===== src/rtl/sp_pkg.sv =====
package sp_pkg;
    localparam int DATA_W    = 25;
    localparam int LANES     = 4;
    localparam int LANE_BITS = 7;
    localparam int CLK_HIGH  = 4;
    localparam int PIX_W     = DATA_W + 3;
    localparam int FRAME_W   = LANES * LANE_BITS;

    typedef struct packed {
        logic [DATA_W-1:0] data;
        logic              hs;
        logic              vs;
        logic              de;
    } pix_t;

    typedef enum logic {PH_ODD = 1'b0, PH_EVEN = 1'b1} phase_t;

    function automatic pix_t pack_pix(input logic [PIX_W-1:0] w,
                                      input logic h, input logic v,
                                      input logic d);
        pix_t p;
        p.data = {w[27:21], w[17:0]};
        p.hs   = h;
        p.vs   = v;
        p.de   = d;
        return p;
    endfunction

    function automatic logic [LANE_BITS-1:0] clk_pattern();
        logic [LANE_BITS-1:0] pat;
        for (int i = 0; i < LANE_BITS; i++) pat[i] = (i < CLK_HIGH);
        return pat;
    endfunction
endpackage


===== src/rtl/sp_lane_map.sv =====
module sp_lane_map
    import sp_pkg::*;
#(
    parameter int N_LANES = LANES,
    parameter int L_BITS  = LANE_BITS,
    localparam int W      = N_LANES * L_BITS
) (
    input  pix_t         pix,
    output logic [W-1:0] lanes
);
    logic [W-1:0] serial;

    // serial order: low data, syncs and enable, then high data
    assign serial = {pix.data[DATA_W-1:18], pix.de, pix.vs, pix.hs, pix.data[17:0]};

    for (genvar k = 0; k < N_LANES; k++) begin : g_lane
        assign lanes[k*L_BITS +: L_BITS] = serial[k*L_BITS +: L_BITS];
    end
endmodule


===== src/rtl/sp_blank_mon.sv =====
module sp_blank_mon (
    input  logic clk,
    input  logic rst,
    input  logic dual,
    input  logic locked,
    input  logic de,
    output logic blank_err
);
    logic de_q;
    logic odd_q;
    logic armed_q;

    always_ff @(posedge clk) begin
        if (rst) begin
            de_q      <= 1'b1;
            odd_q     <= 1'b0;
            armed_q   <= 1'b0;
            blank_err <= 1'b0;
        end else begin
            de_q      <= de;
            blank_err <= 1'b0;
            if (!dual) begin
                odd_q   <= 1'b0;
                armed_q <= 1'b0;
            end else begin
                if (de && !de_q) begin
                    blank_err <= armed_q && odd_q;
                    odd_q     <= 1'b0;
                end else if (!de) begin
                    odd_q <= ~odd_q;
                end
                if (locked && !de && de_q) armed_q <= 1'b1;
            end
        end
    end


    err_after_rise_chk: assert property (@(posedge clk) disable iff (rst)
        blank_err |-> ($past(de) && $past(dual)));


    err_single_pulse_chk: assert property (@(posedge clk) disable iff (rst)
        blank_err |=> !blank_err);
endmodule


===== src/rtl/sp_pair_ctrl.sv =====
module sp_pair_ctrl
    import sp_pkg::*;
(
    input  logic clk,
    input  logic rst,
    input  logic dual,
    input  pix_t pix_in,
    output pix_t a_pix,
    output pix_t b_pix,
    output logic pair_vld,
    output logic locked
);
    phase_t phase_q;
    pix_t   hold_q;
    logic   de_q;

    always_ff @(posedge clk) begin
        if (rst) begin
            phase_q  <= PH_ODD;
            hold_q   <= '0;
            a_pix    <= '0;
            b_pix    <= '0;
            pair_vld <= 1'b0;
            locked   <= 1'b0;
            de_q     <= 1'b1;
        end else begin
            de_q     <= pix_in.de;
            pair_vld <= 1'b0;
            if (!dual) begin
                a_pix    <= pix_in;
                b_pix    <= '0;
                pair_vld <= 1'b1;
                locked   <= 1'b0;
                phase_q  <= PH_ODD;
            end else if (!locked) begin
                if (pix_in.de && !de_q) begin
                    hold_q  <= pix_in;
                    locked  <= 1'b1;
                    phase_q <= PH_EVEN;
                end
            end else if (phase_q == PH_ODD) begin
                hold_q  <= pix_in;
                phase_q <= PH_EVEN;
            end else begin
                a_pix    <= hold_q;
                b_pix    <= pix_in;
                pair_vld <= 1'b1;
                phase_q  <= PH_ODD;
            end
        end
    end


    lock_on_rise_chk: assert property (@(posedge clk) disable iff (rst)
        $rose(locked) |-> ($past(pix_in.de) && $past(dual)));


    strobe_gap_chk: assert property (@(posedge clk) disable iff (rst)
        (pair_vld && dual && $past(dual)) |=> !pair_vld);


    pair_hold_chk: assert property (@(posedge clk) disable iff (rst)
        (pair_vld && dual && $past(dual)) |=> ($stable(a_pix) && $stable(b_pix)));
endmodule


===== src/rtl/sp_pixel_splitter.sv =====
module sp_pixel_splitter
    import sp_pkg::*;
(
    input  logic        clk,
    input  logic        rst,
    input  logic        pd_n,
    input  logic        dual_mode,
    input  logic [27:0] pix_word,
    input  logic        hs,
    input  logic        vs,
    input  logic        de,
    output logic        pair_vld,
    output logic        blank_err,
    output logic [27:0] a_pix,
    output logic [27:0] b_pix,
    output logic [27:0] a_lanes,
    output logic [27:0] b_lanes,
    output logic [6:0]  a_clk_lane,
    output logic [6:0]  b_clk_lane
);
    localparam logic [LANE_BITS-1:0] CLK_PAT = clk_pattern();

    logic hold_rst;
    logic locked;
    logic alive_q;
    logic dual_q;
    pix_t pix_in;
    pix_t port_pix [2];
    logic [FRAME_W-1:0] port_lanes [2];
    logic unused_bits;

    assign hold_rst    = rst | ~pd_n;
    assign pix_in      = pack_pix(pix_word, hs, vs, de);
    assign unused_bits = ^pix_word[20:18];

    sp_pair_ctrl i_pair (
        .clk      (clk),
        .rst      (hold_rst),
        .dual     (dual_mode),
        .pix_in   (pix_in),
        .a_pix    (port_pix[0]),
        .b_pix    (port_pix[1]),
        .pair_vld (pair_vld),
        .locked   (locked)
    );

    sp_blank_mon i_blank (
        .clk       (clk),
        .rst       (hold_rst),
        .dual      (dual_mode),
        .locked    (locked),
        .de        (de),
        .blank_err (blank_err)
    );

    for (genvar p = 0; p < 2; p++) begin : g_port
        sp_lane_map i_map (
            .pix   (port_pix[p]),
            .lanes (port_lanes[p])
        );
    end

    always_ff @(posedge clk) begin
        if (hold_rst) begin
            alive_q <= 1'b0;
            dual_q  <= 1'b0;
        end else begin
            alive_q <= 1'b1;
            dual_q  <= dual_mode;
        end
    end

    assign a_pix      = port_pix[0];
    assign b_pix      = port_pix[1];
    assign a_lanes    = port_lanes[0];
    assign b_lanes    = port_lanes[1];
    assign a_clk_lane = alive_q ? CLK_PAT : '0;
    assign b_clk_lane = (alive_q && dual_q) ? CLK_PAT : '0;


    pd_quiet_chk: assert property (@(posedge clk) disable iff (rst)
        !pd_n |=> (!pair_vld && !blank_err && a_pix == '0 && b_pix == '0
                   && a_clk_lane == '0 && b_clk_lane == '0));


    lane2_sync_chk: assert property (@(posedge clk) disable iff (hold_rst)
        (a_lanes[20:18] == {a_pix[0], a_pix[1], a_pix[2]}) && (b_lanes[27:21] == b_pix[27:21]));


    clk_pattern_chk: assert property (@(posedge clk) disable iff (rst)
        (pd_n && !dual_mode) |=> (a_clk_lane == 7'b0001111 && b_clk_lane == '0));
endmodule


===== config.mk =====
export PLATFORM = sky130hd
export DESIGN_NAME = sp_pixel_splitter
export DESIGN_NICKNAME = d
export VERILOG_FILES = /design/src/rtl/sp_pkg.sv /design/src/rtl/sp_lane_map.sv /design/src/rtl/sp_blank_mon.sv /design/src/rtl/sp_pair_ctrl.sv /design/src/rtl/sp_pixel_splitter.sv
export SDC_FILE = /design/constraint.sdc
export NUM_CORES = 1
export LEC_CHECK = 0
export BUFFER_PORTS_ARGS = -buffer_cell sky130_fd_sc_hd__buf_2
export CAP_MARGIN = 0
export CORE_MARGIN = 5
export CORE_UTILIZATION = 38
export CTS_CLUSTER_SIZE = 14
export DETAILED_ROUTE_END_ITERATION = 8
export GPL_ROUTABILITY_DRIVEN = 0
export PLACE_DENSITY = 0.74
export SKIP_CTS_REPAIR_TIMING = 1
export SLEW_MARGIN = 25
export SYNTH_ARGS = -nofsm -noshare
export SYNTH_HDL_FRONTEND = slang
export SYNTH_SLANG_ARGS = --single-unit

===== constraint.sdc =====
create_clock -name clk -period 2 [get_ports clk]
set_input_delay 0 -clock clk [delete_from_list [all_inputs] [get_ports clk]]
set_output_delay 0 -clock clk [all_outputs]
set_load 0.02 [all_outputs]

==> metrics.md, run 1 <==
| Metric | Value |
|---|---|
| CTS HTree Levels | 3 |
| Fin crit period | 1.79 ns |
| Max Clock Freq | 558 MHz |
| Net load switching power | 0.900 mW |
| Post-Synth Adder-Cell Area | 0% |
| I/O Pins | 163 |
| Total CTS buffers | 9 |
| Area grow syn2layout | 19.4% |
| Crit end category | register |
| Multi-input gate area | 0.00162 sq mm |
| Seq/Total Area, Yosys | 43.9% |
| Max incr delay on CP | 0.95 ns |
| Tcrit/Tclk final | 89.6% |
| Seq pwr share | 52.2% |
| First-pass GRT wire length | 16900 um |
| Ys async rst share | 0% |
| CTS tree | done |
| Pre-CTS setup slack | 0.192 ns |
| Outcome | finished, final reports clean |
| Core area | 0.0109 sq mm |
| Cells after Synth | 509 |
| Starting Density | 38.9% |
| Reg area | 0.00186 sq mm |
| Multiplexer share of the synthesized area | 0% |
| Area contributors post-synth | dfxtp_1, buf_4, nand2_1 |
| RSZ-0062 raised after global routing | no |
| Port bufs | 153 |
| Max-Cap Viols | 0 |
| Leakage | 2.09 nW |
| Clock Sinks | 93 |
| Final setup viols | 0 |
| Most common cell in the netlist | nand2_1 |
| Detail Route Antenna Nets | 0 |
| Worst Clk Skew | 0.00878 ns |
| Clk pwr share | 38.2% |
| NumNets Final | 646 |
| Area share of the leading cell type in the synthesized netlist | 43.9% |
| Number of synthesized flops with an enable pin | 0 |
| Post-Route WL | 11200 um |
| Slowest-stage cell, CP | and4bb_2 |
| Initial antenna violation count | 0 |
| Cell Area, Synth | 0.00424 sq mm |
| Combinational share of power | 9.7% |
| Fill count | 1052 |
| Post-DP HPWL | 7470 um |
| R2R setup slack | 0.21 ns |
| Drt drc | 0 |
| Internal power | 2.75 mW |
| Startpoint types | register |
| Vias in the first global route | 3424 |
| Die width | 116 um |
| Slew headroom | 38.9% |
| Slew Viols, Final | 0 |
| Root Driver | clkbuf_8 |
| Crit Path Category | register to register |
| Compound-Gate Fraction of Synth Area | 21.4% |
| Number of synthesized register bits | 93 |
| Total Routing Usage GR | 15.9% |
| Ratio of cells with drive above 1 in the final layout | 37.3% |
| Setup TNS | 0 ns |
| Maximum VDD drop | 0.280 mV |
| Die footprint | 0.0134 sq mm |
| WP buf/inv | 0 |
| Synth Area in Simple Gates | 16.0% |
| Pin count of the biggest net entering global routing | 45 |
| Largest family of logic cells by synthesized area | compound AO/OA/AOI/OAI gates |
| Chip height | 116 um |
| Via-to-Cell Ratio | 4.97 |
| Library cells used by synthesis | 26 |
| Commonest cells in the netlist | nand2_1, dfxtp_1, buf_4, a21oi_1, o21ai_0 |
| Cell taking the most area after synthesis | dfxtp_1 |
| Total gr overflow | 0 |
| First drt pass iteration count | 4 |
| Starting DRT DRC Count | 155 |
| CP delay by family, top | simple AND/OR/NAND/NOR gates |
| Critical Path RT | 2.29 ns |
| Sw frac | 24.7% |
| Worst-Skew Late Latency | 0.35 ns |
| Worst slew pin tran | 0.916 ns |
| Drt wl/cell | 14.8 um |
| Std-Cell Rows | 38 |
| Worst Hold Class | input pin to register |
| Vias post-DR | 3766 |
| Clk buf depth | 2 |
| Clock-pin slew on the worst setup and hold paths | 0.09 ns |
| P per Cell Area | 722 mW/mm^2 |
| Final Hold Vio Count | 0 |
| Critical Path AT | 2.08 ns |
| Fin worst setup slack | 0.207 ns |
| Crit-path cells | and4bb_2, o21ai_0, a21oi_1 |
| Mean area per synthesized cell | 8.32 sq um |
| Synth Area in XOR/XNOR | 0% |
| Synth Flop Type | dfxtp_1 |
| Synth warn | 0 |
| CP Max Fanout | 28 |
## per-stage QoR
step	hold WS [ns]	cell area [sq um]	cells	utilization (%)	total power, mW
3_5_place_dp	0.274	4550	712	41.8	2.26
5_1_grt	0.107	5050	756	46.4	3.82
3_3_place_gp	0.264	4550	712	41.8	2.25
4_1_cts	-0.125	4770	728	43.9	3.65
6_report	0.104	5060	757	46.4	3.65
2_1_floorplan	0.0965	4260	514	-	2.18
## routing by layer
metal	routed length, um	GRT usage [%]	up-vias	part of all wire [%]
li1	-	-	1844	-
met1	4870	19.9	1779	43
met2	5470	27.3	133	49
met3	799	3.39	10	7.1
met4	100	5.32	0	0.89
met5	0	0	-	0
## tightest hold or removal path, cell delays in order
cell,delay [ns]
buf_2,0.10
buf_4,0.21
a31oi_1,0.10
## final timing paths
kind / from / to / cells after the start
hold / removal: dual_mode / i_pair.a_pix[19]$_SDFFE_PP0P_ / 3
setup / recovery: i_pair.locked$_SDFF_PP0_ / i_pair.hold_q[1]$_SDFFE_PP0P_ / 3
hold reg to reg: i_pair.b_pix[7]$_SDFFE_PP0P_ / i_pair.b_pix[7]$_SDFFE_PP0P_ / 2
setup reg to reg: i_pair.locked$_SDFF_PP0_ / i_pair.hold_q[1]$_SDFFE_PP0P_ / 3
## layout by cell type, fill, tap and decap left out, types with 2 or more instances in the layout
master         Yosys  routed
buf_2             15     153
nand2_1          115     114
dfxtp_1           93      93
a21oi_1           37      37
o21ai_0           36      36
nand3_1           30      30
a31oi_1           29      29
dlygate4sd3_1      0      28
o21ai_2           20      20
a21oi_2           20      20
buf_4             76      13
clkbuf_8           0      10
conb_1             1       6
nor2_1             5       5
inv_1              3       3
nor3_1             2       2
clkinv_2           0       2
bufinv_16          0       2
## area by class of cell
| cell class | count | area share, % |
|---|---|---|
| clock inverter | 6 | 1.71 |
| inverter | 3 | 0.223 |
| sequential | 93 | 36.8 |
| multi-input combinational | 309 | 32.0 |
| timing repair buffer | 195 | 23.0 |
| tap | 140 | 3.46 |
| antenna | 1 | 0.0495 |
| clock buffer | 10 | 2.72 |
## power groups by stage
| stage | clock (mW) | combinational (mW) | sequential (mW) |
|---|---|---|---|
| after floorplan | 0 | 0.200 | 1.98 |
| after global placement | 0 | 0.306 | 1.95 |
| after detailed placement | 0 | 0.310 | 1.95 |
| after CTS | 1.43 | 0.312 | 1.91 |
| after global routing | 1.53 | 0.380 | 1.91 |
| final | 1.39 | 0.353 | 1.90 |
## kinds of logic (layout without fill, tap and decap cells)
logic type,count (synthesis),after routing
AOI/OAI and AO/OA,143,143
buffers and inverters,112,214
DFF,93,93
other,1,7
and+or+nand+nor,160,160
## registers in the layout, summed over array words and instances, names as in the netlist
signal / cells
i_pair.a_pix: 28
i_pair.b_pix: 28
i_pair.hold_q: 28
alive_q: 1
dual_q: 1
i_blank.armed_q: 1
i_blank.blank_err: 1
i_blank.de_q: 1
i_blank.odd_q: 1
i_pair.locked: 1
i_pair.pair_vld: 1
i_pair.phase_q: 1
No activity file was read; power rests on OpenSTA's default activity.
==> run 2, diff against run 1 <==
- CORE_UTILIZATION: 38 -> 40
- PLACE_DENSITY: 0.74 -> 0.76
==> run 2 against run 1 <==
Against the previous run: combinational power about the same; via count is 0.29% higher; sequential power barely moved; total power down 6.2%; count of clock-buffer cells in the layout unchanged; die area fell by 4.6%; cell count is 0.92% lower; critical endpoint is now i_pair.hold_q[25]$_SDFFE_PP0P_; highest routed layer unchanged.
==> metrics.md, run 2 (same netlist as run 1, synthesis figures left out) <==
| Metric | Value |
|---|---|
| Most frequent cells in the layout | buf_2, nand2_1, dfxtp_1 |
| Die width | 113 um (-2.3%) |
| Most common cell after layout, fill and taps aside | buf_2 |
| WL met2 | 5460 um (-0.20%) |
| Critical path origin | i_pair.locked$_SDFF_PP0_ |
| Reg2reg start | i_pair.locked$_SDFF_PP0_ |
| Detail Route Antenna Nets | 0 (unchanged) |
| Total gr overflow | 0 (unchanged) |
| Crit end category | register |
| Critical Path RT | 2.27 ns (-0.02 ns) |
| Pin count of the biggest net entering global routing | 36 (-20%) |
| DRT met1 WL | 4570 um (-6.3%) |
| Post-Route WL | 10900 um (-2.8%) |
| Max incr delay on CP | 0.97 ns (+0.02 ns) |
| Std-Cell Rows | 37 (-2.6%) |
| Chip height | 113 um (-2.3%) |
| Reg-to-reg critical path endpoint | i_pair.hold_q[25]$_SDFFE_PP0P_ |
| Startpoint types | register |
| Worst Hold Class | input pin to register |
| Total Routing Usage GR | 16.4% (+0.49 points) |
| DR WL met3 | 801 um (+0.25%) |
| Crit-path cells | and4bb_2, o21ai_0, a21oi_1 |
| Outcome | finished, final reports clean |
| HP Start | dual_mode |
| Maximum VDD drop | 0.466 mV (+66%) |
| Drt drc | 0 (unchanged) |
| CTS HTree Levels | 3 (unchanged) |
| Slew headroom | 37.1% (-1.8 points) |
| Clk buf depth | 2 (unchanged) |
| Port bufs | 153 (unchanged) |
| # diodes | 0 (-1) |
| Post-DP HPWL | 7230 um (-3.3%) |
| Root Driver | clkbuf_8 |
| Starting Density | 41.0% (+2.1 points) |
| Critical Path AT | 2.09 ns (about the same) |
| Fin crit period | 1.82 ns (+0.0278 ns) |
| CTS tree | done |
| Tcrit/Tclk final | 91.0% (+1.4 points) |
| Core area | 0.0103 sq mm (-5.2%) |
| Drt wl/cell | 14.6 um (-1.9%) |
| Final Hold Vio Count | 0 (unchanged) |
| Leakage | 2.08 nW (-0.61%) |
| Vias in the first global route | 3499 (+2.2%) |
| R2R setup slack | 0.18 ns (-0.03 ns) |
| Setup TNS | 0 ns (unchanged) |
| Fin worst setup slack | 0.180 ns (-0.0278 ns) |
| Initial antenna violation count | 0 (unchanged) |
| Worst Clk Skew | 0.0165 ns (+0.00768 ns) |
| Worst-Skew Late Latency | 0.35 ns (about the same) |
| Max-Cap Viols | 0 (unchanged) |
| I/O Pins | 163 (unchanged) |
| Die footprint | 0.0127 sq mm (-4.6%) |
| Max Clock Freq | 549 MHz (-1.5%) |
| Worst Hold Endpoint | i_pair.a_pix[21]$_SDFFE_PP0P_ |
| Slew Viols, Final | 0 (unchanged) |
| Crit Path Category | register to register |
| CP delay by family, top | simple AND/OR/NAND/NOR gates |
| Total CTS buffers | 9 (unchanged) |
| CP Max Fanout | 28 (unchanged) |
| Clock-pin slew on the worst setup and hold paths | 0.10 ns (about the same) |
| Clock Sinks | 93 (unchanged) |
| Slowest-stage cell, CP | and4bb_2 |
| P per Cell Area | 681 mW/mm^2 (-5.7%) |
| Max Used Layer | met4 |
| Vias post-DR | 3777 (+0.29%) |
| RSZ-0062 raised after global routing | no |
| Pre-CTS setup slack | 0.168 ns (-0.0238 ns) |
| Ratio of cells with drive above 1 in the final layout | 37.0% (-0.37 points) |
| Fill count | 957 (-9.0%) |
| Area grow syn2layout | 18.7% |
| NumNets Final | 644 (-0.31%) |
| WP buf/inv | 0 (unchanged) |
| Starting DRT DRC Count | 263 (+70%) |
| R2R depth | 3 (unchanged) |
| First drt pass iteration count | 4 (unchanged) |
| Worst slew pin tran | 0.944 ns (+0.0271 ns) |
| Hold path depth | 2 (-1) |
| Via-to-Cell Ratio | 5.04 (+1.2%) |
| First-pass GRT wire length | 17300 um (+2.8%) |
| Largest registers | i_pair.a_pix (28), i_pair.b_pix (28), i_pair.hold_q (28) |
| Final setup viols | 0 (unchanged) |
[run 2: changes by cell type in the layout (fill, tap and decap cells not counted)]
| cell | change |
|---|---|
| buf_4 | -5 |
| buf_12 | +3 |
| bufinv_16 | -2 |
| clkinv_4 | +2 |
| clkinv_2 | -1 |
| diode_2 | -1 |
| inv_6 | +1 |
| nand4bb_1 | +1 |
| nand4bb_2 | -1 |
[run 2: worst max path at each step]
stage,slack [ns],depth (start not counted),endpoint
detailed placement,0.17,3,i_pair.hold_q[27]$_SDFFE_PP0P_
global route,0.006,3,i_pair.hold_q[2]$_SDFFE_PP0P_
global placement,0.25,3,i_pair.hold_q[1]$_SDFFE_PP0P_
CTS,0.15,3,i_pair.hold_q[24]$_SDFFE_PP0P_
floorplan,0.77,6,i_pair.hold_q[10]$_SDFFE_PP0P_
finish,0.18,3,i_pair.hold_q[25]$_SDFFE_PP0P_
[run 2: per-stage QoR]
| stage | utilization [%] | cells | power [mW] | hold WS, ns | area (sq um) |
|---|---|---|---|---|---|
| after floorplan | - | 514 | 2.18 | 0.0965 | 4260 |
| after global placement | 44.2 | 706 | 2.25 | 0.263 | 4560 |
| after detailed placement | 44.2 | 706 | 2.26 | 0.270 | 4560 |
| after CTS | 46.0 | 722 | 3.42 | -0.115 | 4750 |
| after global routing | 48.7 | 750 | 3.55 | 0.0548 | 5030 |
| final | 48.7 | 750 | 3.42 | 0.0473 | 5030 |
[run 2: power by group]
group	leakage, nW	internal (mW)	switching [mW]
logic	1.23	0.133	0.219
clock network	0.0928	0.495	0.671
registers	0.754	1.88	0.0220
total	2.08	2.51	0.912
[run 2: metal layers]
metal / track usage [%] / vias up
met1: 20.5 / 1784
met3: 2.89 / 11
li1: - / 1842
met5: 0 / -
met4: 5.45 / 0
met2: 28.5 / 140
[run 2: final cells by class]
cell class	instances	area, sq um	area share, %
Clock inverter	6	47.5	0.946
Inverter	3	11.3	0.224
Sequential cell	93	1860	37.0
Multi-Input combinational cell	309	1610	32.1
Tap cell	136	170	3.38
Clock buffer	10	138	2.74
Timing Repair Buffer	193	1190	23.6
==> run 3, diff against run 2 <==
- RECOVER_POWER: not set -> 100
==> run 3 against run 2 <==
Against the previous run: worst setup slack better by 0.040 ns; sequential share of layout area up 2.0 points; first-iteration DRC count fell by 12%; sequential power barely moved; register-to-register slack improved by 0.04 ns; highest routed layer unchanged; clock power about the same; cell area is 5.1% lower; critical path depth increased by 1; wire length increased by 0.58%; total power shrank 0.73%.
==> metrics.md, run 3 (same netlist as run 1, synthesis figures left out) <==
| Metric | Value |
|---|---|
| Startpoint types | register |
| Worst-Skew Late Latency | 0.35 ns (about the same) |
| Std-Cell Rows | 37 (unchanged) |
| CTS tree | done |
| RSZ-0062 raised after global routing | no |
| P per Cell Area | 712 mW/mm^2 (+4.6%) |
| Most common cell after layout, fill and taps aside | clkbuf_1 |
| Clock Sinks | 93 (unchanged) |
| Ratio of cells with drive above 1 in the final layout | 13.0% (-24 points) |
| Pre-CTS setup slack | 0.168 ns (unchanged) |
| Vias in the first global route | 3499 (unchanged) |
| Most frequent cells in the layout | clkbuf_1, nand2_1, dfxtp_1 |
| Final Hold Vio Count | 0 (unchanged) |
| I/O Pins | 163 (unchanged) |
| Clk buf depth | 2 (unchanged) |
| Reg-to-reg critical path endpoint | i_pair.a_pix[8]$_SDFFE_PP0P_ |
| Max Clock Freq | 562 MHz (+2.2%) |
| Post-Route WL | 11000 um (+0.58%) |
| Reg2reg start | i_pair.locked$_SDFF_PP0_ |
| Port bufs | 153 (unchanged) |
| DR WL met3 | 827 um (+3.2%) |
| CP Max Fanout | 35 (+25%) |
| Starting Density | 41.0% (unchanged) |
| Crit Path Category | register to register |
| Slew Viols, Final | 0 (unchanged) |
| First-pass GRT wire length | 17300 um (unchanged) |
| Hold path depth | 4 (+2) |
| Area grow syn2layout | 12.6% |
| # diodes | 0 (unchanged) |
| Fin worst setup slack | 0.220 ns (+0.0400 ns) |
| Detail Route Antenna Nets | 0 (unchanged) |
| Worst Hold Endpoint | i_pair.hold_q[21]$_SDFFE_PP0P_ |
| Drt wl/cell | 14.7 um (+0.58%) |
| Via-to-Cell Ratio | 5.06 (+0.42%) |
| Die footprint | 0.0127 sq mm (unchanged) |
| Worst slew pin tran | 1.32 ns (+0.378 ns) |
| Fin crit period | 1.78 ns (-0.0400 ns) |
| Placed instance count | 706 (unchanged) |
| Critical Path RT | 2.27 ns (about the same) |
| Drt drc | 0 (unchanged) |
| R2R depth | 4 (+1) |
| Final setup viols | 0 (unchanged) |
| HP Start | pd_n |
| Setup TNS | 0 ns (unchanged) |
| Slew headroom | 11.9% (-25 points) |
| Post-DP HPWL | 7230 um (unchanged) |
| Placed instance area | 0.00456 sq mm (unchanged) |
| Final Cell Area | 0.00477 sq mm (-5.1%) |
| Worst Hold Class | input pin to register |
| CTS HTree Levels | 3 (unchanged) |
| Critical Path AT | 2.05 ns (-0.04 ns) |
| Crit end category | register |
| WL met2 | 5390 um (-1.3%) |
| Maximum VDD drop | 0.463 mV (-0.51%) |
| NumNets Final | 644 (unchanged) |
| Die width | 113 um (unchanged) |
| Final std cells w/o fill | 750 (unchanged) |
| R2R setup slack | 0.22 ns (+0.04 ns) |
| Fill count | 1075 (+12%) |
| Total Routing Usage GR | 16.4% (unchanged) |
| Max Used Layer | met4 |
| Worst Clk Skew | 0.0157 ns (-0.000712 ns) |
| Clock-pin slew on the worst setup and hold paths | 0.10 ns (about the same) |
| Max-Cap Viols | 0 (unchanged) |
| First drt pass iteration count | 5 (+1) |
| Starting DRT DRC Count | 231 (-12%) |
| Chip height | 113 um (unchanged) |
| Root Driver | clkbuf_8 |
| Vias post-DR | 3793 (+0.42%) |
| Core area | 0.0103 sq mm (unchanged) |
| Outcome | finished, final reports clean |
| Largest registers | i_pair.a_pix (28), i_pair.b_pix (28), i_pair.hold_q (28) |
| Leakage | 1.53 nW (-26%) |
| Total gr overflow | 0 (unchanged) |
| Total CTS buffers | 9 (unchanged) |
| Tcrit/Tclk final | 89.0% (-2.0 points) |
| DRT met1 WL | 4680 um (+2.4%) |
| Pin count of the biggest net entering global routing | 36 (unchanged) |
| Initial antenna violation count | 0 (unchanged) |
-- run 3: layout make-up --
| class | instances | area [sq um] | area share [%] |
|---|---|---|---|
| clock buffers | 10 | 138 | 2.88 |
| flip-flops and latches | 93 | 1860 | 39.0 |
| clock inverters | 6 | 47.5 | 0.997 |
| well taps | 136 | 170 | 3.57 |
| repair buffers | 193 | 1010 | 21.1 |
| multi-input cells | 309 | 1540 | 32.2 |
| inverters | 3 | 11.3 | 0.236 |
-- run 3: how the worst max path moves through the flow --
stage                     slack [ns]                              to                     start
after floorplan                 0.77  i_pair.hold_q[10]$_SDFFE_PP0P_  i_pair.locked$_SDFF_PP0_
after global routing            0.04   i_pair.a_pix[13]$_SDFFE_PP0P_  i_pair.locked$_SDFF_PP0_
after CTS                       0.15  i_pair.hold_q[24]$_SDFFE_PP0P_  i_pair.locked$_SDFF_PP0_
final                           0.22    i_pair.a_pix[8]$_SDFFE_PP0P_  i_pair.locked$_SDFF_PP0_
after detailed placement        0.17  i_pair.hold_q[27]$_SDFFE_PP0P_  i_pair.locked$_SDFF_PP0_
after global placement          0.25   i_pair.hold_q[1]$_SDFFE_PP0P_  i_pair.locked$_SDFF_PP0_
-- run 3: report_power, final --
part	switching, mW	internal (mW)
combinational	0.215	0.114
clock	0.669	0.495
sequential	0.0235	1.88
-- run 3: per-stage QoR --
stage	power (mW)	hold slack (ns)	util, %
2_1_floorplan	2.18	0.0965	-
3_3_place_gp	2.25	0.263	44.2
3_5_place_dp	2.26	0.270	44.2
4_1_cts	3.42	-0.115	46.0
5_1_grt	3.53	0.231	46.2
6_report	3.40	0.247	46.2
-- run 3: critical path, stage by stage, from the launching register on --
cell and delay, ns:
dfxtp_1 0.39, nand2_1 0.31, clkbuf_2 0.67, nand2_1 0.13
a31oi_1 0.20
-- run 3: routing by layer --
metal  up-vias  global-route usage, %
li1       1833                      -
met1      1801                   20.5
met2       148                   28.5
met3        11                   2.89
met4         0                   5.45
met5         -                      0
